### config.mk
export PLATFORM = sky130hd
export DESIGN_NAME = lldem_ctrl
export DESIGN_NICKNAME = d
export VERILOG_FILES = /design/src/rtl/lldem_pkg.sv /design/src/rtl/lldem_uson_timer.sv /design/src/rtl/lldem_fsm.sv /design/src/rtl/lldem_trim.sv /design/src/rtl/lldem_ctrl.sv
export SDC_FILE = /design/constraint.sdc
export NUM_CORES = 1
export LEC_CHECK = 0
export BUFFER_PORTS_ARGS = -buffer_cell sky130_fd_sc_hd__buf_4
export CORE_MARGIN = 2
export CORE_UTILIZATION = 58
export DETAILED_ROUTE_END_ITERATION = 7
export PLACE_DENSITY = 0.8
export REMOVE_ABC_BUFFERS = 1
export SLEW_MARGIN = 20
export SYNTH_ARGS = -nofsm -noshare
export SYNTH_HDL_FRONTEND = slang
export SYNTH_SLANG_ARGS = --single-unit
### constraint.sdc
create_clock -name clk -period 2.45 [get_ports clk]
set_clock_uncertainty 0.05 [all_clocks]
set_input_delay 0.6125 -clock clk [delete_from_list [all_inputs] [get_ports clk]]
set_output_delay 0.6125 -clock clk [all_outputs]
set_load 0.005 [all_outputs]
### src/rtl/lldem_pkg.sv
package lldem_pkg;

    // Switching-cycle states of the low-side command path
    typedef enum logic [2:0] {
        ST_IDLE,
        ST_HIGH,
        ST_LOW,
        ST_CUT,
        ST_FORCE
    } sw_state_t;

    // Sequence used to sample body-diode conduction after a turn-off
    typedef enum logic [1:0] {
        TR_WAIT,
        TR_GATE,
        TR_BLANK,
        TR_CAPT
    } trim_state_t;

endpackage

### src/rtl/lldem_uson_timer.sv
module lldem_uson_timer #(
    parameter int TIMEOUT_CYC = 6400
) (
    input  logic clk,
    input  logic rst_n,
    input  logic hs_req,
    output logic expire
);
    localparam int CW = $clog2(TIMEOUT_CYC + 1);

    logic [CW-1:0] cnt_q;
    logic          armed_q;

    // Expiry is only meaningful once a high-side pulse has been seen
    assign expire = armed_q && !hs_req && (cnt_q == CW'(TIMEOUT_CYC - 1));

    always_ff @(posedge clk) begin
        if (!rst_n) begin
            cnt_q   <= '0;
            armed_q <= 1'b0;
        end else if (hs_req) begin
            cnt_q   <= '0;
            armed_q <= 1'b1;
        end else if (armed_q) begin
            if (expire) cnt_q <= '0;
            else        cnt_q <= cnt_q + 1'b1;
        end
    end
endmodule

### src/rtl/lldem_fsm.sv
module lldem_fsm
    import lldem_pkg::*;
#(
    parameter int FORCE_CYC = 200
) (
    input  logic      clk,
    input  logic      rst_n,
    input  logic      hs_req,
    input  logic      ls_req,
    input  logic      zc_trip,
    input  logic      expire,
    output logic      ls_cmd,
    output logic      ls_off_evt,
    output sw_state_t state_o
);
    localparam int FW = $clog2(FORCE_CYC + 1);

    sw_state_t     state_q, state_d;
    logic [FW-1:0] fcnt_q;
    logic          force_done;

    assign force_done = (fcnt_q == FW'(FORCE_CYC - 1));

    always_comb begin
        state_d = state_q;
        unique case (state_q)
            ST_IDLE: begin
                if (hs_req)      state_d = ST_HIGH;
                else if (expire) state_d = ST_FORCE;
                else if (ls_req) state_d = ST_LOW;
            end
            ST_HIGH: begin
                if (!hs_req) state_d = ls_req ? ST_LOW : ST_IDLE;
            end
            ST_LOW: begin
                if (hs_req)       state_d = ST_HIGH;
                else if (zc_trip) state_d = ST_CUT;
                else if (!ls_req) state_d = ST_IDLE;
            end
            ST_CUT: begin
                if (hs_req)       state_d = ST_HIGH;
                else if (expire)  state_d = ST_FORCE;
                else if (!ls_req) state_d = ST_IDLE;
            end
            ST_FORCE: begin
                if (hs_req)          state_d = ST_HIGH;
                else if (force_done) state_d = ST_IDLE;
            end
            default: state_d = ST_IDLE;
        endcase
    end

    always_ff @(posedge clk) begin
        if (!rst_n) begin
            state_q <= ST_IDLE;
            fcnt_q  <= '0;
        end else begin
            state_q <= state_d;
            if (state_q == ST_FORCE && state_d == ST_FORCE) fcnt_q <= fcnt_q + 1'b1;
            else                                            fcnt_q <= '0;
        end
    end

    always_comb begin
        ls_cmd     = (state_q == ST_LOW) || (state_q == ST_FORCE);
        ls_off_evt = (state_q == ST_LOW) && (state_d != ST_LOW);
        state_o    = state_q;
    end
endmodule

### src/rtl/lldem_trim.sv
module lldem_trim
    import lldem_pkg::*;
#(
    parameter int TRIM_W    = 5,
    parameter int TRIM_INIT = 1,
    parameter int BLANK_CYC = 8
) (
    input  logic                     clk,
    input  logic                     rst_n,
    input  logic                     ls_off_evt,
    input  logic                     lg_low,
    input  logic                     diode_seen,
    output logic signed [TRIM_W-1:0] trim_code
);
    localparam int BW = $clog2(BLANK_CYC + 1);
    localparam logic signed [TRIM_W-1:0] T_MAX  = {1'b0, {(TRIM_W-1){1'b1}}};
    localparam logic signed [TRIM_W-1:0] T_MIN  = {1'b1, {(TRIM_W-1){1'b0}}};
    localparam logic signed [TRIM_W-1:0] T_INIT = TRIM_W'(TRIM_INIT);
    localparam logic signed [TRIM_W-1:0] T_ONE  = TRIM_W'(1);

    trim_state_t             tst_q, tst_d;
    logic [BW-1:0]           bcnt_q;
    logic signed [TRIM_W-1:0] trim_q;

    always_comb begin
        tst_d = tst_q;
        if (ls_off_evt) begin
            tst_d = TR_GATE;
        end else begin
            unique case (tst_q)
                TR_WAIT:  tst_d = TR_WAIT;
                TR_GATE:  if (lg_low) tst_d = TR_BLANK;
                TR_BLANK: if (bcnt_q == BW'(BLANK_CYC - 1)) tst_d = TR_CAPT;
                TR_CAPT:  tst_d = TR_WAIT;
                default:  tst_d = TR_WAIT;
            endcase
        end
    end

    always_ff @(posedge clk) begin
        if (!rst_n) begin
            tst_q  <= TR_WAIT;
            bcnt_q <= '0;
            trim_q <= T_INIT;
        end else begin
            tst_q <= tst_d;
            if (tst_q == TR_BLANK && tst_d == TR_BLANK) bcnt_q <= bcnt_q + 1'b1;
            else                                        bcnt_q <= '0;
            if (tst_q == TR_CAPT) begin
                if (diode_seen) begin
                    if (trim_q != T_MAX) trim_q <= trim_q + T_ONE;
                end else begin
                    if (trim_q != T_MIN) trim_q <= trim_q - T_ONE;
                end
            end
        end
    end

    assign trim_code = trim_q;
endmodule

### src/rtl/lldem_ctrl.sv
module lldem_ctrl
    import lldem_pkg::*;
#(
    parameter int TIMEOUT_CYC = 6400,
    parameter int FORCE_CYC   = 200,
    parameter int BLANK_CYC   = 8,
    parameter int TRIM_W      = 5,
    parameter int TRIM_INIT   = 1
) (
    input  logic                     clk,
    input  logic                     rst_n,
    input  logic                     hs_req,
    input  logic                     ls_req,
    input  logic                     lg_low,
    input  logic                     zc_trip,
    input  logic                     diode_seen,
    output logic                     ls_cmd,
    output logic signed [TRIM_W-1:0] trim_code
);
    logic      expire;
    logic      ls_off_evt;
    sw_state_t fsm_st;

    lldem_uson_timer #(.TIMEOUT_CYC(TIMEOUT_CYC)) u_timer (
        .clk    (clk),
        .rst_n  (rst_n),
        .hs_req (hs_req),
        .expire (expire)
    );

    lldem_fsm #(.FORCE_CYC(FORCE_CYC)) u_fsm (
        .clk        (clk),
        .rst_n      (rst_n),
        .hs_req     (hs_req),
        .ls_req     (ls_req),
        .zc_trip    (zc_trip),
        .expire     (expire),
        .ls_cmd     (ls_cmd),
        .ls_off_evt (ls_off_evt),
        .state_o    (fsm_st)
    );

    lldem_trim #(
        .TRIM_W    (TRIM_W),
        .TRIM_INIT (TRIM_INIT),
        .BLANK_CYC (BLANK_CYC)
    ) u_trim (
        .clk        (clk),
        .rst_n      (rst_n),
        .ls_off_evt (ls_off_evt),
        .lg_low     (lg_low),
        .diode_seen (diode_seen),
        .trim_code  (trim_code)
    );
endmodule

Word level (Yosys, flattened, before mapping):

Index checks and enable logic that the tools add are counted.

* bits in registers: 36
* output and inout bits: 6

* $add $sub $neg: 5
* equal/unequal tests: 16
* multiplexer cells: 21
* bitwise operators: 1
* reductions and logical operators: 15

Operators with widths (count)
* 3-bit two-way mux: 11
* 5-bit two-way mux: 3
* 3-bit case mux with 5 select lines: 1
* 13-bit by 1-bit adder with 13-bit output, second input constant: 1
* 13-bit equality test, second input constant: 1
* 13-bit two-way mux: 1
* 5-bit != test, second input constant: 2
* 8-bit by 1-bit adder with 8-bit output, second input constant: 1
* 8-bit equality test, second input constant: 1
* 2-bit two-way mux: 4
* 2-bit equality test, second input constant: 3
* 3-bit by 2-bit equality test with 1-bit output, second input constant: 2
* 3-bit equality test, second input constant: 2
* 2-bit case mux with 3 select lines: 1
* 5-bit by 2-bit adder with 5-bit output, second input constant: 1
* 1-bit logical AND: 5
* 5-bit by 2-bit subtractor with 5-bit output, second input constant: 1
* 4-bit by 1-bit adder with 4-bit output, second input constant: 1
* 4-bit by 3-bit equality test with 1-bit output, second input constant: 1
* 2-bit AND reduction: 2
* 2-bit OR reduction: 2
* 3-bit by 1-bit equality test with 1-bit output, second input constant: 1
* 3-bit logical NOT: 1
* 3-bit by 2-bit != test with 1-bit output, second input constant: 1
* 8 further kinds: 8

Logic depth before layout (Yosys ltp):

Gate-level depths: netlist of the first run.

* depth in word-level cells: 12
* gate-level depth with buffers: 6

Modules after synthesis:

A second synthesis of the first run with hierarchy kept.

* cells, all modules: 208
* area, all modules: 1848.0 um2

By module, submodules not included
* lldem_uson_timer: times used 1, cells an instance 75, area each 689.4 um2, sequential area each 280.3 um2
* lldem_trim: times used 1, cells an instance 68, area each 615.6 um2, sequential area each 220.2 um2
* lldem_fsm: times used 1, cells an instance 65, area each 543.0 um2, sequential area each 220.2 um2

Worst setup path before layout of the first run:

No wires, ideal clock.

* path kind: input-to-reg
* start point: input port diode_seen
* end point: register u_trim.trim_q[4], in the netlist u_trim.trim_code[4]
* library setup time: 117 ps
* data arrival time: 1797 ps
* setup slack: 485 ps
* stages on the path: 6
* cells stage by stage: inv_1 -> fa_1 -> nand3_1 -> a21oi_1 -> or2_2 -> a32o_1

* cells in the longest elaborated chain, start to end: 2
* elaborated cells between the ends (all ways): 4

RTL lines
* start, declared: RTL line lldem_ctrl.sv:16 `input logic diode_seen,`
* 2-bit by 1-bit != test with 1-bit output (no source line) or 2-bit nonzero test (tied branches)
* 3-bit AND reduction (no source line)
* end signal, assigned: RTL line lldem_trim.sv:51 `if (trim_q != T_MAX) trim_q <= trim_q + T_ONE;`
* end signal, assigned: RTL line lldem_trim.sv:53 `if (trim_q != T_MIN) trim_q <= trim_q - T_ONE;`
* end, declared: RTL line lldem_trim.sv:23 `logic signed [TRIM_W-1:0] trim_q;`

Parallel ways exist; a longest one is shown, timed or not.
A chain may end at the register's enable or synchronous reset.

Worst setup path in the final report of the first run:

* start point: register u_fsm.state_q[2], in the netlist u_fsm.state_o[2]
* end point: output port ls_cmd

* cells in the longest elaborated chain, start to end: 2
* elaborated cells between the ends (all ways): 3

RTL lines
* start, declared: RTL line lldem_fsm.sv:18 `sw_state_t state_q, state_d;`
* start signal, assigned: RTL line lldem_fsm.sv:58 `state_q <= state_d;`
* 3-bit by 2-bit equality test with 1-bit output or 3-bit equality test (tied branches): RTL line lldem_fsm.sv:65 `ls_cmd = (state_q == ST_LOW) || (state_q == ST_FORCE);`
* 1-bit logical OR (*): RTL line lldem_fsm.sv:65
* end, declared: RTL line lldem_ctrl.sv:17 `output logic ls_cmd,`

Mark *: on every way between the ends. The rest lies on a longest branch, timed or not.

==> metrics.md, run 1 <==
| Metric | Value |
|---|---|
| Final non-filler cell total | ~240 |
| Share of power burned in registers | between 60% and 70% |
| Reg2Reg Setup Slack | between 0.6 and 0.7 ns |
| Hold EP | u_trim.bcnt_q[0] |
| Htree depth | 2 |
| Vias in the first global route | roughly 1300 |
| Post-Synthesis Cells | just under 200 |
| DP HPWL | between 2 and 2.5 mm |
| Clk pwr share | about 31% |
| # IOs | 13 |
| Final setup margin | around 0.60 ns |
| DRC violations left | 0 |
| Max Buffers Root-to-Sink | 2 |
| Area share of fa/ha/maj cells after synthesis | under 10% |
| RSZ-0062 raised after global routing | no |
| Setup TNS | 0 ns |
| Post-layout nets | ~220 |
| Root Driver | clkbuf_4 |
| Worst Max-Slew Pin Slew | 0.640 ns |
| CP peak stage delay | 0.48 ns |
| CTS Sinks | 36 |
| Most used flip-flop cell after synthesis | dfxtp_1 |
| Sw Ratio | a little under a quarter |
| Clock latency on the worst-skew pair | 0.35 ns |
| GP Congestion | a little under 0.8 |
| Synthesized area | 1740 um2 |
| Wire length per cell | about 13 um |
| Average cell area after synthesis | between 8 and 9 um2 |
| Yosys warns | 0 |
| Outcome | finished clean |
| Top cells by area, synth | dfxtp_1 41%, nor2_1 6.9%, xor2_1 6.6% |
| Lkg Pwr | just over 0.7 nW |
| Dominant cell type by area after synthesis | dfxtp_1 |
| Slowest-stage cell, CP | dfxtp_1 |
| Die W | about 60 um |
| Yosys reg bits | 36 |
| Drt first pass iters | 5 |
| Synth top area share | 41.5% |
| Mux cell area share after synthesis | 0% |
| Post-synth EDFFs | 0 |
| Crit Path Class | register to primary output |
| VDD IR-drop max | 425 uV |
| Post-CTS setup buffer count | 0 |
| Worst Path Required | 1.79 ns |
| Peak Freq | between 0.5 and 0.6 GHz |
| Sequential area share after synthesis | slightly above 40% |
| Grt ovf | 0 |
| Simple-gate share of the synthesized area | slightly below 30% |
| Setup violators final | 0 |
| Core Footprint | about 2800 um2 |
| Setup crit start kind | register |
| Post-route cell area | roughly 1900 um2 |
| Port-buffer cells | 12 |
| Post-route minimum period | roughly 1.8 ns |
| Largest family of logic cells by synthesized area | simple AND/OR/NAND/NOR gates |
| Max-slew headroom | a little under three fifths |
| Synth Area in Compound Gates | a little under a tenth |
| Placed Cells | 234 |
| Logic pwr share | under 10% |
| Vias per std cell | ~5.8 |
| Row cnt | 19 |
| Layout area overhead | 8.35% |
| Internal | roughly 0.72 mW |
| Number of antenna diodes | 0 |
| Num CTS Buffers | 5 |
| Clock transition at path regs | 0.10 ns |
| Reg-to-reg startpoint | u_timer.cnt_q[0] |
| Net Sw Power | between 0.2 and 0.25 mW |
| Starting Density | around three fifths |
| HP Class | register to register |
| Via count | around 1400 |
| Fill count | between 200 and 250 |
| Final period util | between 70% and 80% |
| Critical hold path startpoint | u_trim.bcnt_q[0] |
| Crit. End Element | primary output |
| Total power | ~0.94 mW |
| Crit path DAT | between 1 and 1.5 ns |
| Detailed Route Iter0 Violations | 53 |
| Capturing point of the worst reg2reg path | u_timer.cnt_q[2] |
| Crit path cell chain | xnor2_1 -> nor2_1 -> buf_4 |
| Worst-path fanout max | 8 |
| Die ar. | around 3500 um2 |
| Total Routing Usage GR | approximately a fifth |
| Placed Area | 1840 um2 |
| First-pass GRT wire length | about 5.4 mm |
| Max-cap viol count | 0 |
| CTS tree | yes |
| Pwr per Cell Area | about 500 nW/um2 |
| Pins Over Slew Limit | 0 |
| Synth Area in XOR/XNOR | a little under an eighth |
| Worst r2r path cells | 5 |
| DRT Wirelength | about 3.2 mm |
| Hold depth | 1 |
| Post-CTS sizing | 0 |
| Final ANT Viol Nets | 0 |
| Initial antenna violation count | 0 |
| Post-synth cell types | 40 |
| Die Y-Extent | ~60 um |
| Post-Place Worst Slack | approximately 0.27 ns |
| Post-CTS Hold Fix Bufs | 0 |
| Asr flop ratio synth | 0% |
| Final hold vios | 0 |
| Largest net degree at the start of global routing | 14 |
| Share of layout cells above drive strength 1 | a little under an eighth |
[power groups by stage]
stage / clock (mW) / sequential [mW] / combinational (mW)
6_report: 0.292 / 0.597 / 0.0508
2_1_floorplan: 0 / 0.609 / 0.0320
3_3_place_gp: 0 / 0.610 / 0.0489
4_1_cts: 0.301 / 0.597 / 0.0509
5_1_grt: 0.327 / 0.599 / 0.0574
3_5_place_dp: 0 / 0.611 / 0.0507
[worst max-delay path: cells and delay by family, from the launching register on]
kind	cells	cell delay, ns
XOR/XNOR	1	0.17
AND/OR/NAND/NOR	1	0.06
flip-flops	1	0.48
buffers and inverters	1	0.13
[layout make-up]
class                      instances  area (um2)  area share (%)
multi-input combinational        150         968            51.4
clock inverter                     1        5.00           0.266
tap                               31        38.8            2.06
inverter                           5        18.8           0.997
clock buffer                       6        41.3            2.19
timing repair buffer              12        90.1            4.78
sequential                        36         721            38.3
[through the flow]
step / hold slack (ns) / utilization (%)
3_3_place_gp: 0.379 / 65.5
3_5_place_dp: 0.398 / 65.5
6_report: 0.414 / 67.1
5_1_grt: 0.428 / 67.1
2_1_floorplan: 0.368 / -
4_1_cts: 0.422 / 67.1
[cells by family after synthesis]
| logic type | after synthesis |
|---|---|
| xor gates and xnor gates | 23 |
| buffers and inverters | 10 |
| adders and majority gates | 7 |
| DFF | 36 |
| AOI/OAI and AO/OA | 24 |
| and+or+nand+nor | 96 |
[synthesized netlist by cell type, drive strengths merged, types with 2 or more instances]
master,number
o211ai,2
nor3b,2
dfxtp,36
nand4,6
nor4b,2
nor4,2
o311ai,2
a21boi,4
or2,3
nor2,32
inv,5
ha,6
nand3b,2
a21oi,8
and4,2
nand3,15
xor2,13
and3,6
clkbuf,4
xnor2,10
nand2,13
o21ai,2
nand2b,6
[registers in the layout, indices dropped and copies added, names as in the netlist]
signal	count
u_timer.cnt_q	13
u_trim.bcnt_q	4
u_trim.tst_q	2
u_timer.armed_q	1
u_fsm.state_o	3
u_fsm.fcnt_q	8
u_trim.trim_code	5
[placed cells by master (no fill, tap or decap), types with 2 or more instances in the layout]
cell type	count
nand4_1	5
nor4b_1	2
clkbuf_4	5
dfxtp_1	36
buf_4	12
and4_1	2
nand3b_1	2
inv_1	5
xor2_1	13
and3_1	5
nand2b_1	5
nand3_1	15
ha_1	6
nand2_1	13
o211ai_1	2
o21ai_0	2
xnor2_1	10
a21oi_1	8
a21boi_0	4
nor4_1	2
or2_2	3
nor2_1	32
nor3b_1	2
[worst max-delay path by stage]
stage / startpoint / endpoint / cells after the start
3_5_place_dp: diode_seen / u_trim.trim_code[4] / 7
3_3_place_gp: diode_seen / u_trim.trim_code[4] / 7
4_1_cts: u_fsm.state_o[2] / ls_cmd / 3
6_report: u_fsm.state_o[2] / ls_cmd / 3
5_1_grt: u_timer.cnt_q[0] / u_timer.cnt_q[0] / 5
2_1_floorplan: diode_seen / u_trim.trim_code[4] / 6
[per-layer routing]
metal  vias to the layer above  GRT usage (%)  part of all wire, %  routed length, um
li1                        709              -                    -                  -
met1                       645           21.0                   42               1330
met2                        28           36.5                   50               1580
met3                        10           7.69                  4.1                130
met4                         0           11.7                  3.3                104
met5                         -              0                    0                  0
(Power assumes the default switching activity.)
==> run 2: changes to the inputs <==
--- a/config.mk
+++ b/config.mk
@@ -5,11 +5,12 @@
 export SDC_FILE = /design/constraint.sdc
 export NUM_CORES = 1
 export LEC_CHECK = 0
+export ABC_AREA = 1
 export BUFFER_PORTS_ARGS = -buffer_cell sky130_fd_sc_hd__buf_4
 export CORE_MARGIN = 2
-export CORE_UTILIZATION = 58
+export CORE_UTILIZATION = 53
 export DETAILED_ROUTE_END_ITERATION = 7
-export PLACE_DENSITY = 0.8
+export PLACE_DENSITY = 0.77
 export REMOVE_ABC_BUFFERS = 1
 export SLEW_MARGIN = 20
 export SYNTH_ARGS = -nofsm -noshare
==> constraint.sdc (replaced) <==
create_clock -name clk -period 1.5 [get_ports clk]
set_clock_uncertainty 0.05 [all_clocks]
set_input_delay 0.375 -clock clk [delete_from_list [all_inputs] [get_ports clk]]
set_output_delay 0.375 -clock clk [all_outputs]
set_load 0.005 [all_outputs]
==> metrics.md, run 2 <==
| Metric | Value |
|---|---|
| Setup violators final | 7 |
| Final non-filler cell total | between 300 and 400 |
| Total Routing Usage GR | between 20% and 30% |
| Max-cap viol count | 0 |
| CTS Sinks | 36 |
| Crit Path Class | register to primary output |
| Clock transition at path regs | ~0.11 ns |
| Outcome | complete, but fails checks |
| Setup TNS | -0.508 ns |
| Worst Max-Slew Pin Slew | around 0.32 ns |
| CP Depth | 4 |
| Register Area | around 750 um2 |
| Post-CTS Hold Fix Bufs | 0 |
| Post-synth cell types | 28 |
| Final hold vios | 0 |
| Vias in the first global route | roughly 1600 |
| Pwr per Cell Area | slightly below 700 nW/um2 |
| CP peak stage delay | ~0.40 ns |
| Most frequent cells in the layout | 42 x buf_4, 28 x nor2_1, 25 x inv_1, 25 x nand2_1, 22 x dfxtp_1 |
| Synth top area share | about two fifths |
| Most flop-heavy register | u_timer.cnt_q |
| Worst-path fanout max | 3 |
| Slowest-stage cell, CP | dfxtp_4 |
| Placed Cells | 311 |
| CP delay by family, top | flip-flops |
| Via count | between 1500 and 2000 |
| Average cell area after synthesis | approximately 7.6 um2 |
| GP Congestion | 0.859 |
| Crit path DAT | approximately 1.2 ns |
| RSZ-0062 raised after global routing | yes |
| Root Driver | clkbuf_4 |
| HP Class | input port to register |
| Sequential area share after synthesis | 40.7% |
| Multi-input gate area | 1130 um2 |
| Failing checks | negative setup slack |
| Synthesized area | between 1500 and 2000 um2 |
| Yosys reg bits | 36 |
| Die W | a little over 60 um |
| Asr flop ratio synth | 0% |
| Post-layout nets | roughly 300 |
| Total power | ~1.7 mW |
| Die ar. | roughly 3800 um2 |
| Worst r2r path cells | 10 |
| Final ANT Viol Nets | 0 |
| Starting Density | approximately 57% |
| Count leader, synth | dfxtp_1 |
| Crit path cell chain | inv_4 -> nor3_4 -> or2_4 -> buf_6 |
| Vias per std cell | about 5.3 |
| Wire length per cell | 13.3 um |
| Detailed Route Iter0 Violations | 76 |
| Commonest non-fill, non-tap cell in the layout | buf_4 |
| Post-synth EDFFs | 0 |
| Share of layout cells above drive strength 1 | 39.6% |
| DRT Wirelength | roughly 4.4 mm |
| Die Y-Extent | 61.8 um |
| Top cells by area, synth | dfxtp_1 41%, nor2_1 7.4%, nand2_1 7.2% |
| # IOs | 13 |
| Row cnt | 20 |
| Clock latency on the worst-skew pair | 0.35 ns |
| First-pass GRT wire length | around 6.4 mm |
| Num CTS Buffers | 5 |
| Lkg Pwr | about 1.0 nW |
| Bufs and invs on worst path | 2 |
| Initial antenna violation count | 0 |
| Most used flip-flop cell after synthesis | dfxtp_1 |
| DRC violations left | 0 |
| Hold Slack | approximately 0.27 ns |
| DP HPWL | 2.60 mm |
| Setup crit start kind | register |
| Drt first pass iters | 4 |
| Worst Path Required | roughly 1.1 ns |
| Largest net degree at the start of global routing | 11 |
| Dominant cell type by area after synthesis | dfxtp_1 |
| Max-slew headroom | ~78% |
| Core Footprint | between 3000 and 4000 um2 |
| Max Buffers Root-to-Sink | 2 |
| Final period util | 108% |
| CTS tree | yes |
| Layout area overhead | 39.2% |
| VDD IR-drop max | 562 uV |
| Post-route minimum period | between 1.5 and 2 ns |
| Hold depth | 3 |
| Post-Synthesis Cells | 232 |
| Grt ovf | 0 |
| Pins Over Slew Limit | 0 |
| Htree depth | 2 |
| Peak Freq | ~0.62 GHz |
| Max reg flops | 13 |
| List of most frequent post-synthesis cells | 36 x dfxtp_1, 35 x nor2_1, 34 x nand2_1 |
| Fill count | about 220 |
| Post-Place Worst Slack | -0.259 ns |
| Final setup margin | -0.118 ns |
| Number of antenna diodes | 0 |
| Yosys warns | 0 |
| Port-buffer cells | 12 |
| Crit. End Element | primary output |
run 2: cell types whose count changed in the layout (fill, tap and decap cells not counted), moves of 6 or more:
cell     delta
inv_1      +20
buf_4      +30
dfxtp_1    -14
nand2_1    +12
xnor2_1     -8
nand2_2    +10
dfxtp_2     +9
nor3_1      +6
nand3_1     -6
o21ai_0     +6
run 2: kinds of logic (layout without fill, tap and decap cells):
logic type	count (synthesis)	in the layout	synth area share [%]
buf+inv	32	85	6.78
compound gates	35	35	11.4
simple gates	109	109	29.3
fa+ha+maj	7	7	5.37
xor+xnor	13	13	6.43
flops	36	36	40.7
run 2: worst reg2reg max path, delay by kind of cell (launching register included):
kind | cells | cell delay, ns
AND/OR/NAND/NOR | 7 | 0.65
AO/OA/AOI/OAI | 2 | 0.33
buffers and inverters | 1 | 0.13
flip-flops | 1 | 0.38
run 2: metrics by stage:
stage	utilization, %	instance area [um2]
after CTS	72.4	2270
final	78.8	2470
after detailed placement	66.8	2090
after floorplan	-	1770
after global routing	78.8	2470
after global placement	66.8	2090
run 2: where the power goes:
| part | total [mW] | switching, mW | internal [mW] |
|---|---|---|---|
| logic | 0.219 | 0.108 | 0.111 |
| clock network | 0.491 | 0.318 | 0.173 |
| registers | 0.986 | 0.0233 | 0.962 |
| total | 1.70 | 0.450 | 1.25 |
run 2: cell type report:
class / instances / share of cell area [%]
Inverter: 32 / 5.07
Timing Repair Buffer: 46 / 14.6
Clock buffer: 6 / 1.67
Sequential cell: 36 / 30.4
Multi-Input combinational cell: 164 / 45.8
Tap cell: 44 / 2.23
Clock inverter: 1 / 0.203
run 2: final timing paths:
check,slack (ns),endpoint,from
worst max-delay path,-0.12,ls_cmd,u_fsm.state_o[1]
worst min-delay path,0.27,u_fsm.state_o[2],hs_req
worst max register to register,-0.08,u_trim.bcnt_q[1],u_fsm.state_o[1]
worst min register to register,0.40,u_fsm.fcnt_q[0],u_fsm.fcnt_q[0]
run 2: routing by layer:
| metal | part of all wire, % | vias to the layer above | global-route usage [%] | wire length (um) |
|---|---|---|---|---|
| li1 | - | 866 | - | - |
| met1 | 41 | 824 | 28.4 | 1810 |
| met2 | 51 | 51 | 36.5 | 2250 |
| met3 | 4.2 | 17 | 5.80 | 183 |
| met4 | 3.2 | 0 | 10.6 | 142 |
| met5 | 0 | - | 0 | 0 |
run 2: repair_timing:
action	in CTS	in global routing
pin swaps	5	23
setup buffers	6	7
endpoints found under the setup margin	19	32
resized for setup	25	45
==> run 3: changes to the inputs <==
==> constraint.sdc (replaced) <==
create_clock -name clk -period 1.4 [get_ports clk]
set_clock_uncertainty 0.05 [all_clocks]
set_input_delay 0.35 -clock clk [delete_from_list [all_inputs] [get_ports clk]]
set_output_delay 0.35 -clock clk [all_outputs]
set_load 0.005 [all_outputs]
==> metrics.md, run 3 (synthesis results as in run 2) <==
| Metric | Value |
|---|---|
| Outcome | complete, but fails checks |
| Failing checks | negative setup slack |
| Grt met2 use | ~45% |
| Pwr per Cell Area | between 600 and 700 nW/um2 |
| # IOs | 13 |
| CTS tree | yes |
| Final non-filler cell total | between 300 and 400 |
| GP Congestion | approximately 0.89 |
| Via count | 2011 |
| Die Y-Extent | between 60 and 70 um |
| Lkg Pwr | roughly 1.2 nW |
| GR Util met1 | around 29% |
| Pins Over Slew Limit | 0 |
| Layout area overhead | 56.9% |
| Htree depth | 2 |
| Die W | between 60 and 70 um |
| Most flop-heavy register | u_timer.cnt_q |
| Num CTS Buffers | 5 |
| Max reg flops | 13 |
| DP HPWL | 2.83 mm |
| Commonest non-fill, non-tap cell in the layout | buf_4 |
| Vias in the first global route | approximately 1700 |
| Max Buffers Root-to-Sink | 2 |
| VDD IR-drop max | 818 uV |
| Post-route minimum period | ~1.7 ns |
| Max-cap viol count | 0 |
| Detailed Route Iter0 Violations | 156 |
| Vias per std cell | around 5.7 |
| Crit path DAT | 1.90 ns |
| Grt ovf | 0 |
| Clock latency on the worst-skew pair | 0.34 ns |
| Max-slew headroom | roughly 68% |
| Met3 Use GR | between 6 and 7% |
| Clock transition at path regs | roughly 0.12 ns |
| Worst Max-Slew Pin Slew | roughly 0.48 ns |
| Total Routing Usage GR | 25.3% |
| Peak Freq | ~0.60 GHz |
| Initial antenna violation count | 0 |
| Worst-path fanout max | 4 |
| DRT Wirelength | slightly below 6 mm |
| Final period util | 119% |
| Hold Slack | around 0.24 ns |
| Final ANT Viol Nets | 0 |
| RSZ-0062 raised after global routing | yes |
| Core Footprint | 3130 um2 |
| Reg2Reg Setup Slack | -0.27 ns |
| GRT busiest layer | met2 |
| Setup crit start kind | register |
| Starting Density | 56.6% |
| Die ar. | about 3800 um2 |
| First-pass GRT wire length | 7.07 mm |
| Largest net degree at the start of global routing | 11 |
| Placed Cells | approximately 330 |
| Final hold vios | 0 |
| Number of antenna diodes | 0 |
| HP Class | input port to register |
| Setup violators final | 18 |
| Post-layout nets | roughly 320 |
| Row cnt | 20 |
| Worst Path Required | about 1.6 ns |
| Share of layout cells above drive strength 1 | between 50% and 60% |
| Drt first pass iters | 4 |
| Root Driver | clkbuf_4 |
| Final Core Density | roughly 89% |
| DRC violations left | 0 |
| Crit. End Element | register |
| Crit Path Class | register to register |
| Final setup margin | -0.269 ns |
| CTS Sinks | 36 |
| Wire length per cell | 16.6 um |
| Most frequent cells in the layout | 56 x buf_4, 24 x nand2_1, 22 x nor2_1, 22 x dfxtp_1, 20 x inv_1 |
| Port-buffer cells | 12 |
## run 3: cell types whose count changed in the layout (fill, tap and decap cells not counted), moves of 3 or more
cell | before | now
o21ai_2 | 0 | 3
inv_1 | 25 | 20
nand2_2 | 10 | 7
o21ai_0 | 8 | 4
inv_2 | 4 | 9
buf_4 | 42 | 56
nand2_4 | 0 | 4
buf_6 | 4 | 13
nor2_2 | 4 | 9
nand3_2 | 2 | 5
nor2_1 | 28 | 22
## run 3: final cells by class
cell class                      instances  area (um2)
Clock buffer                            8        58.8
Fill cell                             137         349
Inverter                               32         126
Multi-Input combinational cell        164        1220
Sequential cell                        36         753
Tap cell                               44        55.1
Timing Repair Buffer                   69         567
## run 3: per-layer routing
layer | vias to the layer above | part of all wire, %
met2 | 91 | 51
met1 | 972 | 40
met5 | - | 0
li1 | 922 | -
met3 | 26 | 5.5
met4 | 0 | 3.6
## run 3: worst paths after layout
path,to,cells after the start,from
worst max-delay path,u_trim.bcnt_q[2],10,u_timer.cnt_q[6]
worst min-delay path,u_trim.trim_code[1],3,rst_n
worst max register to register,u_trim.bcnt_q[2],10,u_timer.cnt_q[6]
worst min register to register,u_trim.bcnt_q[0],1,u_trim.bcnt_q[0]
## run 3: timing repair
action / CTS / global route
endpoints found under the hold margin: 0 / 0
gates resized for setup: 40 / 69
setup endpoints to repair: 27 / 33
pin swaps: 10 / 20
buffers inserted: 9 / 7
hold buffers: 0 / 0
cloned: 0 / 0
## run 3: power by group
part / total (mW) / switching [mW] / internal (mW)
Clock: 0.599 / 0.351 / 0.248
Sequential: 1.05 / 0.0217 / 1.03
Combinational: 0.285 / 0.145 / 0.140
Total: 1.94 / 0.518 / 1.42
## run 3: stage by stage
step	TNS (ns)	instance area (um2)	total power, mW	worst slack (ns)
after floorplan	-0.570	1770	1.17	-0.161
final	-2.34	2780	1.94	-0.269
after global routing	-3.54	2780	1.99	-0.338
after detailed placement	-2.86	2240	1.27	-0.282
after global placement	-2.36	2240	1.26	-0.261
after CTS	-0.987	2490	1.86	-0.178
## run 3: critical path, cell delays in order, from the launching register on
cell,delay [ns]
dfxtp_1,0.42
nand2_1,0.13
inv_2,0.07
nand2_1,0.10
nor2_4,0.12
nand3_2,0.12
a21oi_2,0.18
nand2_1,0.08
nand2_2,0.12
nand3_4,0.11
nor2_1,0.11
